[src/rtl/tee_pkg.sv]
package tee_pkg;

    localparam int IN_W     = 16;
    localparam int LANES    = 2;
    localparam int WL_W     = 3;
    localparam int AVG_W    = 4;
    localparam int MAX_LOG2 = 12;
    localparam int CNT_W    = MAX_LOG2;
    localparam int RSH_W    = $clog2(IN_W + 1);
    localparam int MAG_W    = 2 * IN_W + 1;
    localparam int ACC_W    = MAG_W + MAX_LOG2;
    localparam int ROOT_W   = (MAG_W + 1) / 2;
    localparam int RAD_W    = 2 * ROOT_W;
    localparam int CAND_W   = ROOT_W + 3;
    localparam int ITER_W   = $clog2(ROOT_W + 1);
    localparam int ERR_W    = ROOT_W + 1;

    typedef struct packed {
        logic [IN_W-1:0] i;
        logic [IN_W-1:0] q;
    } iq_t;

    typedef struct packed {
        logic             valid;
        logic [MAG_W-1:0] mag;
    } mag_beat_t;

    typedef struct packed {
        logic             valid;
        logic [MAG_W-1:0] mean;
    } upd_beat_t;

    typedef enum logic {
        SQ_IDLE = 1'b0,
        SQ_RUN  = 1'b1
    } sq_state_t;

    // Number of low bits dropped for each word-length code.
    function automatic logic [RSH_W-1:0] res_bits(input logic [WL_W-1:0] code);
        case (code)
            3'd0:    return RSH_W'(IN_W - 4);
            3'd1:    return RSH_W'(IN_W - 5);
            3'd2:    return RSH_W'(IN_W - 6);
            3'd3:    return RSH_W'(IN_W - 7);
            3'd4:    return RSH_W'(IN_W - 8);
            3'd5:    return RSH_W'(IN_W - 10);
            3'd6:    return RSH_W'(IN_W - 12);
            default: return RSH_W'(0);
        endcase
    endfunction

    // Largest eI^2 + eQ^2 that a word-length code can produce.
    function automatic logic [MAG_W-1:0] mag_limit(input logic [WL_W-1:0] code);
        logic [MAG_W-1:0] r;
        r = (MAG_W'(1) << res_bits(code)) - MAG_W'(1);
        return (r * r) << 1;
    endfunction

endpackage

[src/rtl/tee_residue.sv]
module tee_residue
    import tee_pkg::*;
(
    input  logic            clk,
    input  logic            rst,
    input  logic            in_valid,
    input  iq_t             in_iq,
    input  logic [WL_W-1:0] wl_sel,
    output mag_beat_t       mag_o
);

    logic [RSH_W-1:0] drop_bits;
    logic [IN_W-1:0]  keep_mask;
    logic [IN_W-1:0]  lane_in [LANES];
    logic [2*IN_W-1:0] lane_sq [LANES];
    logic [MAG_W-1:0] mag_sum;

    assign drop_bits  = res_bits(wl_sel);
    assign keep_mask  = ~({IN_W{1'b1}} << drop_bits);
    assign lane_in[0] = in_iq.i;
    assign lane_in[1] = in_iq.q;

    for (genvar g = 0; g < LANES; g++) begin : g_lane
        logic [IN_W-1:0] resid;
        assign resid      = lane_in[g] & keep_mask;
        assign lane_sq[g] = resid * resid;
    end

    assign mag_sum = {1'b0, lane_sq[0]} + {1'b0, lane_sq[1]};

    always_ff @(posedge clk) begin
        if (rst) begin
            mag_o <= '0;
        end else begin
            mag_o.valid <= in_valid;
            if (in_valid) begin
                mag_o.mag <= mag_sum;
            end
        end
    end

endmodule

[src/rtl/tee_accum.sv]
module tee_accum
    import tee_pkg::*;
(
    input  logic             clk,
    input  logic             rst,
    input  mag_beat_t        mag_i,
    input  logic [AVG_W-1:0] avg_log2,
    output upd_beat_t        upd_o
);

    logic [AVG_W-1:0] k_eff;
    logic [CNT_W-1:0] cnt;
    logic [CNT_W-1:0] last_idx;
    logic [ACC_W-1:0] acc;
    logic [ACC_W-1:0] acc_sum;
    logic [MAG_W-1:0] shifted [MAX_LOG2+1];
    logic [MAG_W-1:0] mean_sel;

    assign k_eff    = (avg_log2 > AVG_W'(MAX_LOG2)) ? AVG_W'(MAX_LOG2) : avg_log2;
    assign last_idx = ~({CNT_W{1'b1}} << k_eff);
    assign acc_sum  = acc + ACC_W'(mag_i.mag);

    for (genvar g = 0; g <= MAX_LOG2; g++) begin : g_shift
        assign shifted[g] = acc_sum[g +: MAG_W];
    end

    always_comb begin
        mean_sel = shifted[0];
        for (int s = 1; s <= MAX_LOG2; s++) begin
            if (k_eff == AVG_W'(s)) begin
                mean_sel = shifted[s];
            end
        end
    end

    always_ff @(posedge clk) begin
        if (rst) begin
            cnt   <= '0;
            acc   <= '0;
            upd_o <= '0;
        end else begin
            upd_o.valid <= 1'b0;
            if (mag_i.valid) begin
                if (cnt == last_idx) begin
                    upd_o.valid <= 1'b1;
                    upd_o.mean  <= mean_sel;
                    acc         <= '0;
                    cnt         <= '0;
                end else begin
                    acc <= acc_sum;
                    cnt <= cnt + CNT_W'(1);
                end
            end
        end
    end

endmodule

[src/rtl/tee_isqrt.sv]
module tee_isqrt
    import tee_pkg::*;
(
    input  logic              clk,
    input  logic              rst,
    input  logic              start,
    input  logic [MAG_W-1:0]  radicand,
    output logic              busy,
    output logic              done,
    output logic [ROOT_W-1:0] result
);

    sq_state_t         state;
    logic [RAD_W-1:0]  rad_sh;
    logic [CAND_W-1:0] rem;
    logic [ROOT_W-1:0] root;
    logic [ITER_W-1:0] iter;

    logic [CAND_W-1:0] cand;
    logic [CAND_W-1:0] trial;
    logic              rem_ovf;
    logic              take;
    logic [CAND_W-1:0] rem_nx;
    logic [ROOT_W-1:0] root_nx;

    assign cand    = {rem[CAND_W-3:0], rad_sh[RAD_W-1 -: 2]};
    assign trial   = {1'b0, root, 2'b01};
    assign rem_ovf = |rem[CAND_W-1 -: 2];
    assign take    = rem_ovf || (cand >= trial);
    assign rem_nx  = take ? (cand - trial) : cand;
    assign root_nx = {root[ROOT_W-2:0], take};
    assign busy    = (state == SQ_RUN);

    always_ff @(posedge clk) begin
        if (rst) begin
            state  <= SQ_IDLE;
            rad_sh <= '0;
            rem    <= '0;
            root   <= '0;
            iter   <= '0;
            done   <= 1'b0;
            result <= '0;
        end else begin
            done <= 1'b0;
            case (state)
                SQ_IDLE: begin
                    if (start) begin
                        rad_sh <= RAD_W'(radicand);
                        rem    <= '0;
                        root   <= '0;
                        iter   <= ITER_W'(ROOT_W);
                        state  <= SQ_RUN;
                    end
                end
                default: begin
                    rad_sh <= {rad_sh[RAD_W-3:0], 2'b00};
                    rem    <= rem_nx;
                    root   <= root_nx;
                    iter   <= iter - ITER_W'(1);
                    if (iter == ITER_W'(1)) begin
                        result <= root_nx;
                        done   <= 1'b1;
                        state  <= SQ_IDLE;
                    end
                end
            endcase
        end
    end

endmodule

[src/rtl/trunc_err_est.sv]
module trunc_err_est
    import tee_pkg::*;
(
    input  logic                    clk,
    input  logic                    rst,
    input  logic                    in_valid,
    input  logic [IN_W-1:0]         in_i,
    input  logic [IN_W-1:0]         in_q,
    input  logic [WL_W-1:0]         wl_sel,
    input  logic [AVG_W-1:0]        avg_log2,
    input  logic [ROOT_W-1:0]       clip_level,
    output logic                    out_valid,
    output logic [ROOT_W-1:0]       out_rms,
    output logic signed [ERR_W-1:0] out_err
);

    iq_t       in_iq;
    mag_beat_t mag_b;
    upd_beat_t upd_b;
    logic      sq_busy;

    assign in_iq.i = in_i;
    assign in_iq.q = in_q;

    tee_residue u_residue (
        .clk      (clk),
        .rst      (rst),
        .in_valid (in_valid),
        .in_iq    (in_iq),
        .wl_sel   (wl_sel),
        .mag_o    (mag_b)
    );

    tee_accum u_accum (
        .clk      (clk),
        .rst      (rst),
        .mag_i    (mag_b),
        .avg_log2 (avg_log2),
        .upd_o    (upd_b)
    );

    tee_isqrt u_isqrt (
        .clk      (clk),
        .rst      (rst),
        .start    (upd_b.valid),
        .radicand (upd_b.mean),
        .busy     (sq_busy),
        .done     (out_valid),
        .result   (out_rms)
    );

    assign out_err = $signed({1'b0, out_rms}) - $signed({1'b0, clip_level});

endmodule

[config.mk]
export PLATFORM = sky130hd
export DESIGN_NAME = trunc_err_est
export DESIGN_NICKNAME = d
export VERILOG_FILES = /design/src/rtl/tee_pkg.sv /design/src/rtl/tee_residue.sv /design/src/rtl/tee_accum.sv /design/src/rtl/tee_isqrt.sv /design/src/rtl/trunc_err_est.sv
export SDC_FILE = /design/constraint.sdc
export NUM_CORES = 1
export LEC_CHECK = 0
export ABC_AREA = 0
export BUFFER_PORTS_ARGS = -buffer_cell sky130_fd_sc_hd__buf_2
export CAP_MARGIN = 20
export CORE_UTILIZATION = 59
export CTS_CLUSTER_DIAMETER = 150
export CTS_CLUSTER_SIZE = 14
export DETAILED_ROUTE_END_ITERATION = 8
export GPL_TIMING_DRIVEN = 0
export PLACE_DENSITY = 0.77
export SLEW_MARGIN = 30
export SYNTH_ARGS = -nofsm -noshare
export SYNTH_HDL_FRONTEND = slang
export SYNTH_SLANG_ARGS = --single-unit
[constraint.sdc]
create_clock -name clk -period 9.1 [get_ports clk]
set_input_delay 0.455 -clock clk [delete_from_list [all_inputs] [get_ports clk]]
set_output_delay 0.455 -clock clk [all_outputs]
set_load 0.02 [all_outputs]
==> flow_summary_export.csv, run 1 <==
group,metric,value,unit
floorplanning,die_w,224,um
critical_path,setup.worst_path.end_class,"flop",
floorplanning,start_util,60.3,%
placement,hpwl,75500,um
detailed_routing,viasPerCell,6.02,
finish,syn_to_final_growth,8.20,%
finish,fill_cells,4330,
clock_tree,clock-sinks,220,
placement,placed_area,0.0309,mm^2
run_status,status,"finished, final reports clean",
power_and_ir_drop,power_per_cell_area,400,mW/mm^2
critical_path,critPathBufInv,7,
placement,io_buffer_count,82,
job,maxCapViolations,0,
logic_synthesis,syn_inst,3548,
floorplanning,rows,80,
critical_path,required,9.53,ns
finish,final_util,65.2,%
logic_synthesis,ys_types,102,
finish,antenna_cells,0,
power_and_ir_drop,vdd.ir_drop.worst,0.721,mV
timing,final_min_period_over_clock_period,94.8,%
critical_path,crit_path_max_incr_delay,0.58,ns
placement,place.gp.congestion,1.08,
timing,min_period,8.63,ns
grt,grt_usage,38.2,%
finish,final_cell_mix,"inv_1 (511), fa_1 (343), nor2_1 (342)",
critical_path,cp_slowest_cell,"a311oi_2",
grt,antenna_found_initial,1,
grt,grt_pass1_vias,26900,
critical_path,critPathKind,"in2reg",
detailed_routing,finalWirelength,94200,um
floorplanning,coreArea,0.0481,mm^2
logic_synthesis,synth_edf_count,0,
logic_synthesis,ys_async_sr_fraction,0,%
timing,finalSetupViolations,0,
clock_tree,postCtsHoldBufs,0,
timing,fin_hold_ws,0.375,ns
clock_tree,cts_tree,"yes",
detailed_routing,wl_per_cell,21.2,um
detailed_routing,drtIter0Drc,2494,
detailed_routing,via_count,26800,
timing,timing.fmax,116,MHz
critical_path,crit_path_max_fanout,8,
timing,slew_headroom,28.8,%
detailed_routing,remaining_drc_errors,0,
timing,hold_viol,0,
timing,worst_slack,0.470,ns
logic_synthesis,syn_avg_cell_area,8.18,um^2
grt,grt_pass1_wl,148000,um
logic_synthesis,ys.flop_type,"dfxtp_1",
detailed_routing,dr_wl_met2,43500,um
detailed_routing,routed.top_layer,"met4",
logic_synthesis,yosysWarnings,0,
critical_path,arrival,9.06,ns
detailed_routing,m1WireLength,37300,um
logic_synthesis,ys_seq_elements,220,
clock_tree,htreeDepth,1,
placement,dp_cells,4430,
detailed_routing,dr_wl_met3,7860,um
logic_synthesis,synth_area,0.0290,mm^2
floorplanning,die_y,224,um
clock_tree,clockBufferDepth,3,
timing,report.final.slew_viol_count,0,
finish,finalNonFillerCells,4451,
floorplanning,die_area,0.0501,mm^2
clock_tree,clk_pin_slew,0.06,ns
power_and_ir_drop,leakage,14.9,nW
placement,dp_slack,-0.383,ns
timing,tightest_slew,1.06,ns
worst_hold_path,hold_class,"in2reg",
clock_tree,clkLatencyLatePin,0.54,ns
clock_tree,cts_root_buf,"clkbuf_16",
logic_synthesis,ys_seq_area_share,15.2,%
finish,layout_commonest_cell,"inv_1",
critical_path,critPathTopFamily,"adder cells",
finish,drive_gt1_share,5.16,%
timing,grt_setup_unrepaired,"false",
finish,design_area,0.0314,mm^2
critical_path,crit_top_cell,"fa_1",
clock_tree,cts_made_buffers,19,
critical_path,critPathLaunchType,"input port",
grt,grt_start_max_net_pins,15,
finish,nets,4446,
detailed_routing,detail-route-antenna-nets,0,
grt,overflow,0,
timing,clock_skew,0.0330,ns
floorplanning,boundaryPins,95,
detailed_routing,first_pass_iters,6,
[timing repair]
item                       CTS  global route
buffers inserted             0             0
gates resized for setup      0             2
setup endpoints to repair    0             3
[cells in the mapped netlist, types with 63 or more instances]
cell      number  area [um^2]
xnor2_1       66          578
inv_1        511         1920
nor2_1       342         1280
nand3_1       73          365
nor3_1        63          315
o21ai_0      143          716
ha_1         249         3120
clkbuf_1     155          582
dfxtp_1      220         4400
a21oi_1      286         1430
mux2i_1       76          761
fa_1         343         6870
nand2_1      292         1100
[report_power, final]
part / total (mW) / leakage [nW] / switching (mW) / internal, mW
registers: 1.10 / 1.78 / 0.0408 / 1.06
clock network: 0.775 / 0.253 / 0.374 / 0.400
logic: 10.7 / 12.8 / 6.10 / 4.59
[cells by family (layout without fill, tap and decap cells)]
family          count (synthesis)  count (layout)  synth area share [%]
flops                         220             220                  15.2
other cells                     2             146                0.0259
mux                            81              81                  2.81
buf+inv                       706             809                  9.34
compound gates                878             878                  19.9
simple gates                  962             962                  15.0
fa+ha+maj                     592             592                  34.4
xor+xnor                      107             107                  3.32
[metal layers]
metal,GRT usage (%),vias up
li1,-,12400
met1,48.0,12800
met2,63.1,1252
met3,6.70,367
met4,19.6,0
met5,0,-
[worst reg2reg max path: cells and delay by family, from the launching register on]
kind                     cells  cell delay [ns]
AO/OA/AOI/OAI                8             1.99
buffers and inverters        2             0.82
adder cells (fa/ha/maj)      2             0.65
XOR/XNOR                     1             0.65
flip-flops                   1             0.38
AND/OR/NAND/NOR              2             0.29
[worst paths after layout]
path | startpoint | to | slack, ns | depth (start not counted)
worst min register to register | u_accum.acc[13] | u_accum.acc[13] | 0.47 | 2
worst max register to register | u_residue.mag_o[0] | u_accum.upd_o[16] | 4.26 | 15
worst max-delay path | wl_sel[2] | u_residue.mag_o[24] | 0.47 | 30
worst min-delay path | in_valid | u_residue.mag_o[9] | 0.37 | 4
[flip-flops by register name (all words and copies together) (netlist names)]
| name | flops |
|---|---|
| u_accum.acc | 45 |
| u_accum.upd_o | 34 |
| u_isqrt.rad_sh | 34 |
| u_residue.mag_o | 34 |
| u_isqrt.rem | 20 |
| u_isqrt.result | 17 |
| u_isqrt.root | 17 |
| u_accum.cnt | 12 |
| u_isqrt.iter | 5 |
| u_isqrt.busy | 1 |
| u_isqrt.done | 1 |
[area by class of cell]
type / instances / area, um^2 / area share, %
multi-input cells: 2766 / 22500 / 71.8
flip-flops and latches: 220 / 4400 / 14.0
inverters: 515 / 1930 / 6.16
well taps: 656 / 821 / 2.61
plain buffers: 191 / 776 / 2.47
clock buffers: 19 / 475 / 1.51
repair buffers: 82 / 410 / 1.31
clock inverters: 2 / 38.8 / 0.124
[stage by stage]
stage	total power, mW	TNS, ns
floorplan	9.12	0
global placement	11.3	-0.487
detailed placement	11.4	-0.613
CTS	12.3	0
global route	13.9	0
finish	12.6	0
No activity file was read; power rests on OpenSTA's default activity.
==> inputs of run 2 (changes only) <==
- CORE_ASPECT_RATIO: default -> 1.25
- CORE_UTILIZATION: 59 -> 60
- GPL_ROUTABILITY_DRIVEN: default -> 1
- PLACE_DENSITY: 0.77 -> 0.78
==> run 2 against run 1 <==
Clock skew fell by 0.019 ns; largest power group unchanged; critical path type unchanged; first-iteration DRC count fell by 9.8%; core utilization up 0.84 points.
==> flow_summary_export.csv, run 2 (synthesized netlist as in run 1, its figures left out) <==
group,metric,value,unit
finish,nets,4447,
grt,antenna_found_initial,2,
critical_path,required,9.51,ns
clock_tree,clockBufferDepth,3,
finish,drive_gt1_share,5.06,%
finish,finalNonFillerCells,4435,
critical_path,critPathKind,"in2reg",
critical_path,critPathLaunchType,"input port",
floorplanning,die_area,0.0493,mm^2
finish,syn_to_final_growth,7.98,%
timing,finalSetupViolations,0,
clock_tree,clk_pin_slew,0.06,ns
timing,grt_setup_unrepaired,"false",
detailed_routing,detail-route-antenna-nets,0,
grt,grt_pass1_vias,27000,
grt,grt_start_max_net_pins,15,
finish,layout_commonest_cell,"inv_1",
timing,fin_hold_ws,0.384,ns
timing,report.final.slew_viol_count,0,
placement,io_buffer_count,82,
timing,hold_viol,0,
placement,dp_cells,4411,
floorplanning,rows,89,
floorplanning,die_w,199,um
clock_tree,clock-sinks,220,
clock_tree,htreeDepth,1,
critical_path,cp_slowest_cell,"a311oi_2",
grt,overflow,0,
detailed_routing,wl_per_cell,20.3,um
detailed_routing,via_count,26700,
critical_path,setup.worst_path.end_class,"flop",
job,maxCapViolations,0,
detailed_routing,first_pass_iters,6,
timing,tightest_slew,1.04,ns
timing,timing.fmax,115,MHz
clock_tree,cts_resized,0,
detailed_routing,finalWirelength,90000,um
detailed_routing,drtIter0Drc,2249,
timing,finalSetupTns,0,ns
run_status,status,"finished, final reports clean",
timing,min_period,8.70,ns
critical_path,crit_top_cell,"fa_1",
grt,grt_usage,37.4,%
floorplanning,boundaryPins,95,
clock_tree,cts_made_buffers,19,
floorplanning,die_y,248,um
finish,seqCellArea,0.00440,mm^2
clock_tree,clkLatencyLatePin,0.53,ns
power_and_ir_drop,leakage,14.8,nW
finish,final_cell_mix,"inv_1 (511), fa_1 (343), nor2_1 (341)",
critical_path,crit_path_max_fanout,8,
power_and_ir_drop,power_per_cell_area,394,mW/mm^2
finish,multi_input_area,0.0225,mm^2
finish,largest_reg_flops,45,
timing,worst_slack,0.404,ns
worst_hold_path,hold_class,"in2reg",
timing,slew_headroom,30.2,%
detailed_routing,remaining_drc_errors,0,
timing,final_min_period_over_clock_period,95.6,%
clock_tree,postCtsHoldBufs,0,
finish,top_register,"u_accum.acc",
placement,hpwl,72400,um
finish,fill_cells,4253,
placement,dp_slack,-0.336,ns
clock_tree,cts_root_buf,"clkbuf_16",
critical_path,critPathBufInv,7,
timing,clock_skew,0.0135,ns
critical_path,crit_path_max_incr_delay,0.64,ns
clock_tree,post_cts_buffers,0,
power_and_ir_drop,vdd.ir_drop.worst,0.772,mV
clock_tree,cts_tree,"yes",
critical_path,arrival,9.11,ns
critical_path,critPathTopFamily,"adder cells",
floorplanning,start_util,61.2,%
placement,place.gp.congestion,1.07,
floorplanning,coreArea,0.0474,mm^2
grt,grt_pass1_wl,143000,um
detailed_routing,viasPerCell,6.03,
-- run 2: cell count changes in the layout (fill, tap and decap cells not counted), moves of 2 or more --
cell     delta
xor2_1      +2
xnor2_2     -6
xor2_2      -2
xnor2_1     +6
diode_2     +2
-- run 2: final cells by class --
class | count | area share (%)
antenna | 2 | 0.0160
sequential | 220 | 14.1
multi-input combinational | 2766 | 71.8
clock inverter | 2 | 0.124
buffer | 191 | 2.48
timing repair buffer | 83 | 1.33
clock buffer | 19 | 1.52
inverter | 515 | 6.17
tap | 637 | 2.54
-- run 2: per-stage QoR --
| step | cell area (um^2) | util [%] | power (mW) |
|---|---|---|---|
| floorplan | 29600 | - | 9.12 |
| global placement | 30800 | 64.9 | 11.2 |
| detailed placement | 30800 | 64.9 | 11.3 |
| CTS | 31300 | 66.0 | 12.1 |
| global route | 31300 | 66.1 | 13.7 |
| finish | 31300 | 66.1 | 12.3 |
-- run 2: worst paths after layout --
kind	to	cells after the start	from	slack (ns)
worst max-delay path	u_residue.mag_o[24]	30	wl_sel[2]	0.40
worst min-delay path	u_residue.mag_o[9]	4	in_valid	0.38
worst max register to register	u_accum.upd_o[16]	15	u_residue.mag_o[0]	4.67
worst min register to register	u_accum.acc[12]	2	u_accum.acc[12]	0.46
-- run 2: layer usage --
layer / part of all wire [%] / vias to the layer above / global-route usage (%)
met2: 48 / 1256 / 63.6
met5: 0 / - / 0
met3: 7.8 / 418 / 5.73
met4: 8.0 / 0 / 26.4
met1: 37 / 12700 / 42.9
li1: - / 12400 / -
-- run 2: worst min-delay path: cells and delay by family --
| family | cells | cell delay, ns |
|---|---|---|
| compound gates | 1 | 0.05 |
| buf+inv | 1 | 0.17 |
| simple gates | 2 | 0.20 |
-- run 2: report_power, final --
group / leakage (nW) / total [mW] / switching, mW / internal (mW)
sequential: 1.78 / 1.09 / 0.0357 / 1.06
clock: 0.253 / 0.765 / 0.365 / 0.400
combinational: 12.8 / 10.5 / 5.91 / 4.58
